$ cat src/rtl/conv_init_pkg.sv
package conv_init_pkg;
  typedef enum logic [1:0] {
    ST_OFF    = 2'd0,
    ST_INIT   = 2'd1,
    ST_RUN    = 2'd2,
    ST_RESYNC = 2'd3
  } seq_state_e;
endpackage

$ cat src/rtl/cis_sync2.sv
module cis_sync2 (
  input  logic clk_i,
  input  logic rst_ni,
  input  logic d_i,
  output logic q_o
);
  logic s1_q, s2_q;
  always_ff @(posedge clk_i or negedge rst_ni) begin
    if (!rst_ni) begin
      s1_q <= 1'b0;
      s2_q <= 1'b0;
    end else begin
      s1_q <= d_i;
      s2_q <= s1_q;
    end
  end
  assign q_o = s2_q;
endmodule

$ cat src/rtl/cis_frame_mon.sv
module cis_frame_mon #(
  parameter int unsigned FRAME_CLKS = 256
) (
  input  logic clk_i,
  input  logic rst_ni,
  input  logic fsync_i,
  input  logic fall_sel_i,
  input  logic track_i,
  output logic act_edge_o,
  output logic lost_o
);
  localparam int unsigned TW = (FRAME_CLKS > 2) ? $clog2(FRAME_CLKS) : 1;
  localparam logic [TW-1:0] T_LAST = TW'(FRAME_CLKS - 1);

  logic          fsync_q;
  logic          locked_q;
  logic [TW-1:0] tmr_q;

  assign act_edge_o = fall_sel_i ? (fsync_q & ~fsync_i) : (fsync_i & ~fsync_q);
  // edge must coincide exactly with the end of the expected frame window
  assign lost_o = track_i & locked_q & (act_edge_o != (tmr_q == T_LAST));

  always_ff @(posedge clk_i or negedge rst_ni) begin
    if (!rst_ni) begin
      fsync_q  <= 1'b0;
      locked_q <= 1'b0;
      tmr_q    <= '0;
    end else begin
      fsync_q <= fsync_i;
      if (!track_i || lost_o) begin
        locked_q <= 1'b0;
        tmr_q    <= '0;
      end else if (act_edge_o) begin
        locked_q <= 1'b1;
        tmr_q    <= '0;
      end else begin
        tmr_q <= tmr_q + 1'b1;
      end
    end
  end
endmodule

$ cat src/rtl/cis_ovf_det.sv
module cis_ovf_det #(
  parameter int unsigned NCH    = 4,
  parameter int unsigned SW     = 24,
  parameter int unsigned THRESH = 8103886,
  parameter int unsigned DLY    = 13
) (
  input  logic            clk_i,
  input  logic            rst_ni,
  input  logic            clr_i,
  input  logic [NCH*SW-1:0] smp_i,
  input  logic            smp_vld_i,
  input  logic            push_i,
  output logic            ovf_dly_o
);
  localparam logic [SW-1:0] THR    = SW'(THRESH);
  localparam logic [SW-1:0] NEG_FS = {1'b1, {(SW-1){1'b0}}};
  localparam logic [SW-1:0] POS_FS = {1'b0, {(SW-1){1'b1}}};

  logic [NCH-1:0] over;
  logic           acc_q;
  logic [DLY-1:0] dly_q;
  logic           hit;

  for (genvar c = 0; c < NCH; c++) begin : g_ch
    logic [SW-1:0] x, mag;
    assign x = smp_i[c*SW +: SW];
    always_comb begin
      if (!x[SW-1])      mag = x;
      else if (x == NEG_FS) mag = POS_FS;
      else               mag = ~x + 1'b1;
    end
    assign over[c] = (mag > THR);
  end

  assign hit = smp_vld_i & (|over);

  always_ff @(posedge clk_i or negedge rst_ni) begin
    if (!rst_ni) begin
      acc_q <= 1'b0;
      dly_q <= '0;
    end else if (clr_i) begin
      acc_q <= 1'b0;
      dly_q <= '0;
    end else if (push_i) begin
      acc_q <= 1'b0;
      if (DLY > 1) dly_q <= {dly_q[DLY-2:0], acc_q | hit};
      else         dly_q <= DLY'(acc_q | hit);
    end else begin
      acc_q <= acc_q | hit;
    end
  end

  assign ovf_dly_o = dly_q[DLY-1];
endmodule

$ cat src/rtl/conv_init_seq.sv
module conv_init_seq #(
  parameter int unsigned NCH        = 4,
  parameter int unsigned SW         = 24,
  parameter int unsigned FRAME_CLKS = 256,
  parameter int unsigned MST_FRAMES = 516,
  parameter int unsigned SLV_FRAMES = 517,
  parameter int unsigned OVF_BLANK  = 516,
  parameter int unsigned OVF_DLY    = 13,
  parameter int unsigned OVF_THRESH = 8103886
) (
  input  logic              clk_i,
  input  logic              rst_ni,
  input  logic              pwr_up_i,
  input  logic              fsync_i,
  input  logic              master_i,
  input  logic              i2s_i,
  input  logic [NCH*SW-1:0] smp_i,
  input  logic              smp_vld_i,
  output logic              zero_force_o,
  output logic              filt_rst_o,
  output logic              out_vld_o,
  output logic              ovf_o,
  output logic              ser_low_o,
  output logic              clk_low_o
);
  import conv_init_pkg::*;

  localparam int unsigned MAXF = (MST_FRAMES > SLV_FRAMES) ? MST_FRAMES : SLV_FRAMES;
  localparam int unsigned CW   = $clog2(MAXF + 1);

  seq_state_e    state;
  logic [CW-1:0] cnt_q;
  logic          ovf_en;
  logic          pu_s;
  logic          act_edge, lost, track, ovf_raw;
  logic [CW-1:0] lim_m1;

  cis_sync2 u_sync (
    .clk_i (clk_i),
    .rst_ni(rst_ni),
    .d_i   (pwr_up_i),
    .q_o   (pu_s)
  );

  assign track = (state == ST_INIT) || (state == ST_RUN);

  cis_frame_mon #(.FRAME_CLKS(FRAME_CLKS)) u_mon (
    .clk_i     (clk_i),
    .rst_ni    (rst_ni),
    .fsync_i   (fsync_i),
    .fall_sel_i(i2s_i & ~master_i),
    .track_i   (track),
    .act_edge_o(act_edge),
    .lost_o    (lost)
  );

  cis_ovf_det #(.NCH(NCH), .SW(SW), .THRESH(OVF_THRESH), .DLY(OVF_DLY)) u_ovf (
    .clk_i    (clk_i),
    .rst_ni   (rst_ni),
    .clr_i    (~track),
    .smp_i    (smp_i),
    .smp_vld_i(smp_vld_i),
    .push_i   (act_edge),
    .ovf_dly_o(ovf_raw)
  );

  assign lim_m1 = master_i ? CW'(MST_FRAMES - 1) : CW'(SLV_FRAMES - 1);

  always_ff @(posedge clk_i or negedge rst_ni) begin
    if (!rst_ni) begin
      state  <= ST_OFF;
      cnt_q  <= '0;
      ovf_en <= 1'b0;
    end else if (!pu_s) begin
      state  <= ST_OFF;
      cnt_q  <= '0;
      ovf_en <= 1'b0;
    end else begin
      unique case (state)
        ST_OFF: state <= ST_INIT;
        ST_INIT: begin
          if (lost) state <= ST_RESYNC;
          else if (act_edge) begin
            cnt_q <= cnt_q + 1'b1;
            if (cnt_q == CW'(OVF_BLANK - 1)) ovf_en <= 1'b1;
            if (cnt_q == lim_m1) state <= ST_RUN;
          end
        end
        ST_RUN: if (lost) state <= ST_RESYNC;
        ST_RESYNC: begin
          state  <= ST_INIT;
          cnt_q  <= '0;
          ovf_en <= 1'b0;
        end
        default: state <= ST_OFF;
      endcase
    end
  end

  assign out_vld_o    = (state == ST_RUN);
  assign zero_force_o = ~out_vld_o;
  assign filt_rst_o   = (state == ST_OFF) || (state == ST_RESYNC);
  assign ser_low_o    = (state == ST_OFF);
  assign clk_low_o    = ser_low_o & master_i;
  assign ovf_o        = ovf_en & ovf_raw;
endmodule

$ cat config.mk
export PLATFORM = sky130hd
export DESIGN_NAME = conv_init_seq
export DESIGN_NICKNAME = d
export VERILOG_FILES = /design/src/rtl/conv_init_pkg.sv /design/src/rtl/cis_sync2.sv /design/src/rtl/cis_frame_mon.sv /design/src/rtl/cis_ovf_det.sv /design/src/rtl/conv_init_seq.sv
export SDC_FILE = /design/constraint.sdc
export NUM_CORES = 1
export LEC_CHECK = 0
export ABC_AREA = 1
export BUFFER_PORTS_ARGS = -buffer_cell sky130_fd_sc_hd__buf_2
export CORE_ASPECT_RATIO = 1.75
export CORE_MARGIN = 5
export CORE_UTILIZATION = 43
export DETAILED_ROUTE_END_ITERATION = 16
export HOLD_SLACK_MARGIN = 0.12
export PLACE_DENSITY_LB_ADDON = 0.05
export SETUP_SLACK_MARGIN = 0.5
export SYNTH_ARGS = -nofsm -noshare
export SYNTH_HDL_FRONTEND = slang
export SYNTH_SLANG_ARGS = --single-unit
$ cat constraint.sdc
create_clock -name clk_i -period 5.3 [get_ports clk_i]
set_clock_uncertainty 0.1 [all_clocks]
set_input_delay 0.53 -clock clk_i [delete_from_list [all_inputs] [get_ports clk_i]]
set_output_delay 0.53 -clock clk_i [all_outputs]
set_load 0.05 [all_outputs]
==> reports/results.ini <==
[yosys]
synth_edf_count = 0
netlist_area_sq_um = 5650
synthesis.yosys.warnings = 0
yosysSeqAreaShare_pct = 17.27
synth_area_leader_cell = nand2_1
ys_ff_latch = 39
ys_top_cells_by_area = nand2_1, dfrtp_1, inv_1
yosys_most_used_dff = dfrtp_1
syn_inst = 1013
syn_avg_cell_area_sq_um = 5.578
synth.net_count = 1127
synthArstFlopShare_pct = 100.0
netlist.area_leader.share_pct = 19.46
yosysUniqueCellTypes = 47

[detailed_routing]
drcViolationCount = 0
vias_per_cell = 5.095
first_iter_violations = 234
routedWlPerCell_um = 13.22
drt-total-wl_um = 17000
vias = 6552
ant_nets = 0
first_pass_iters = 5

[sta]
hold_viol_final = 0
tightest_slew_ns = 0.8480
min_period_over_period_pct = 47.52
slew_viol_final = 0
fin_setup_tns_ns = 0
final.min_clock_period_ns = 2.518
slew_headroom_pct = 43.46
fmax_ghz = 0.3971
rsz0062_at_grt = false
setup_viol = 0

[clock_network]
clock_latency_ns = 0.28
htreeDepth = 2
cts.sinks = 39
root_buffer = clkbuf_16
post_cts_buffers = 0
cts_hold_buffers = 0
cts_tree = done
path_clk_slew_ns = 0.06
cts_buffers = 5
cts.repair.resized = 0
ctsLongestPathBuffers = 2

[worst_hold_path]
hold_path_class = in -> async

[die]
start_util_pct = 43.68
pin_count = 109
die_h_um = 161.6
core_sq_um = 12940
row_count = 55
die_area_sq_um = 15620
fp.dieW_um = 96.66

[pwr]
power_frac_comb_pct = 46.8
power.switching_uw = 530.0
p_clk_share_pct = 23.9
p_leak_nw = 3.483
power_density_nw_per_um2 = 185.0
max-vdd-ir-drop_v = 0.0001182
finalPower_mw = 1.196
p_int_uw = 666.0
power.share.sequential_pct = 29.3
switching_share_pct = 44.31

[placement]
hpwl_um = 14770
io_buffers = 108
routabilityCongestion = 0.9258
dpl_cell_area_sq_um = 6325

[final_layout]
area_growth_pct = 14.44
layout_common_cells = nand2_1, inv_1, nor2_1
final_common_cell = nand2_1
fin_area_sq_um = 6466
layout-drive-gt1-share_pct = 17.77
layout.nets = 1228
utilization_pct = 49.98

[outcome]
status = completed

[grt]
grt_max_degree = 40
grt.overflow.total = 0
antenna_found_initial = 2
grt_pass1_wl_um = 27900
grt_pass1_vias = 6447
track_usage_pct = 21.35

[run]
cap_violations = 0

[critical_path]
crit_type = in -> reg
required_ns = 5.38
worst_path_most_repeated_cell = nand2_1
crit_fanout = 4
endpoint_kind = flip-flop
crit_path_cell_trace = buf_2 -> inv_1 -> ha_1 -> nand3_4 -> nor2_4 -> nand2_2 -> inv_2 -> nand3b_1 -> nand3_1 -> nand2_1 -> o21a_1 -> a21boi_0 -> nand2_1 -> nand2_1 -> nand2_1 -> o21ai_2 -> nand2_1 -> nand2_1 -> nand2_1
cpPeakStageDelay_ns = 0.24
crit_path_start_kind = input pin
cp.arrival_ns = 2.59
crit_slowest_cell = ha_1

final timing paths:
| check | end | startpoint | slack (ns) | cells after the start |
|---|---|---|---|---|
| hold / removal | cnt_q[8] | rst_ni | 0.25 | 1 |
| setup reg to reg | cnt_q[9] | u_mon.tmr_q[0] | 2.88 | 13 |
| hold reg to reg | u_sync.q_o | u_sync.s1_q | 0.25 | 0 |
| setup / recovery | u_ovf.dly_q[0] | smp_i[48] | 2.78 | 19 |
| min in group clk_i | u_sync.q_o | u_sync.s1_q | 0.25 | 0 |
| max in group asynchronous | u_sync.q_o | rst_ni | 4.30 | 1 |
power groups by stage:
stage / clock network (mW) / registers (mW) / logic (mW)
final: 0.286 / 0.350 / 0.560
after global routing: 0.301 / 0.355 / 0.637
after CTS: 0.293 / 0.350 / 0.566
after detailed placement: 0 / 0.355 / 0.564
after global placement: 0 / 0.355 / 0.564
after floorplan: 0 / 0.349 / 0.397
through the flow:
step,hold WS (ns),setup slack [ns],cells
after global routing,0.2651,2.472,1286
after detailed placement,0.2443,2.457,1278
after floorplan,0.1344,2.901,1013
after CTS,0.2493,2.751,1285
after global placement,0.2556,2.499,1278
final,0.2463,2.782,1286
routing by layer:
layer	up-vias	wire (um)	global-route usage, %
met5	-	13	0
met2	126	9735	45.25
met4	2	673	10.29
li1	3433	-	-
met1	2947	5947	18.86
met3	44	625	2.939
kinds of logic (layout without fill, tap and decap cells):
family	after synthesis	count (layout)	synth area share (%)
flops	39	39	17.27
xor+xnor	23	23	3.698
fa+ha+maj	11	11	2.436
buf+inv	175	276	12.11
compound gates	95	95	9.765
other cells	0	1	0
simple gates	670	670	54.72
flip-flops by register name, summed over array words and instances (netlist names):
signal          cells
u_sync.q_o          1
cnt_q              10
u_mon.tmr_q         8
u_mon.fsync_q       1
u_ovf.dly_q        13
u_mon.locked_q      1
ovf_en              1
u_sync.s1_q         1
u_ovf.acc_q         1
state               2
cell usage after synthesis, types with 6 or more instances:
master / count
inv_2: 11
inv_1: 150
nand3b_1: 12
dfrtp_1: 39
nor3_1: 18
nand2_1: 293
nand4_1: 24
nor2_2: 24
o21ai_2: 9
ha_1: 11
xor2_1: 17
nor2_1: 139
nand2_2: 13
o22ai_1: 11
a21oi_1: 24
o21ai_0: 34
nor2_4: 6
buf_2: 7
nand3_2: 11
nand3_1: 107
critical path, delay by kind of cell:
family                   cells  cell delay, ns
AO/OA/AOI/OAI                3            0.50
adder cells (fa/ha/maj)      1            0.24
buffers and inverters        3            0.26
AND/OR/NAND/NOR             12            1.05
area by class of cell:
type | instances | area (sq um)
antenna | 1 | 2.502
clock buffer | 5 | 125.1
clock inverter | 2 | 13.76
fill | 1518 | 6471
inverter | 161 | 604.3
multi-input combinational | 799 | 3990
sequential | 39 | 975.9
tap | 171 | 214.0
timing repair buffer | 108 | 540.5
No activity file was read; power rests on OpenSTA's default activity.
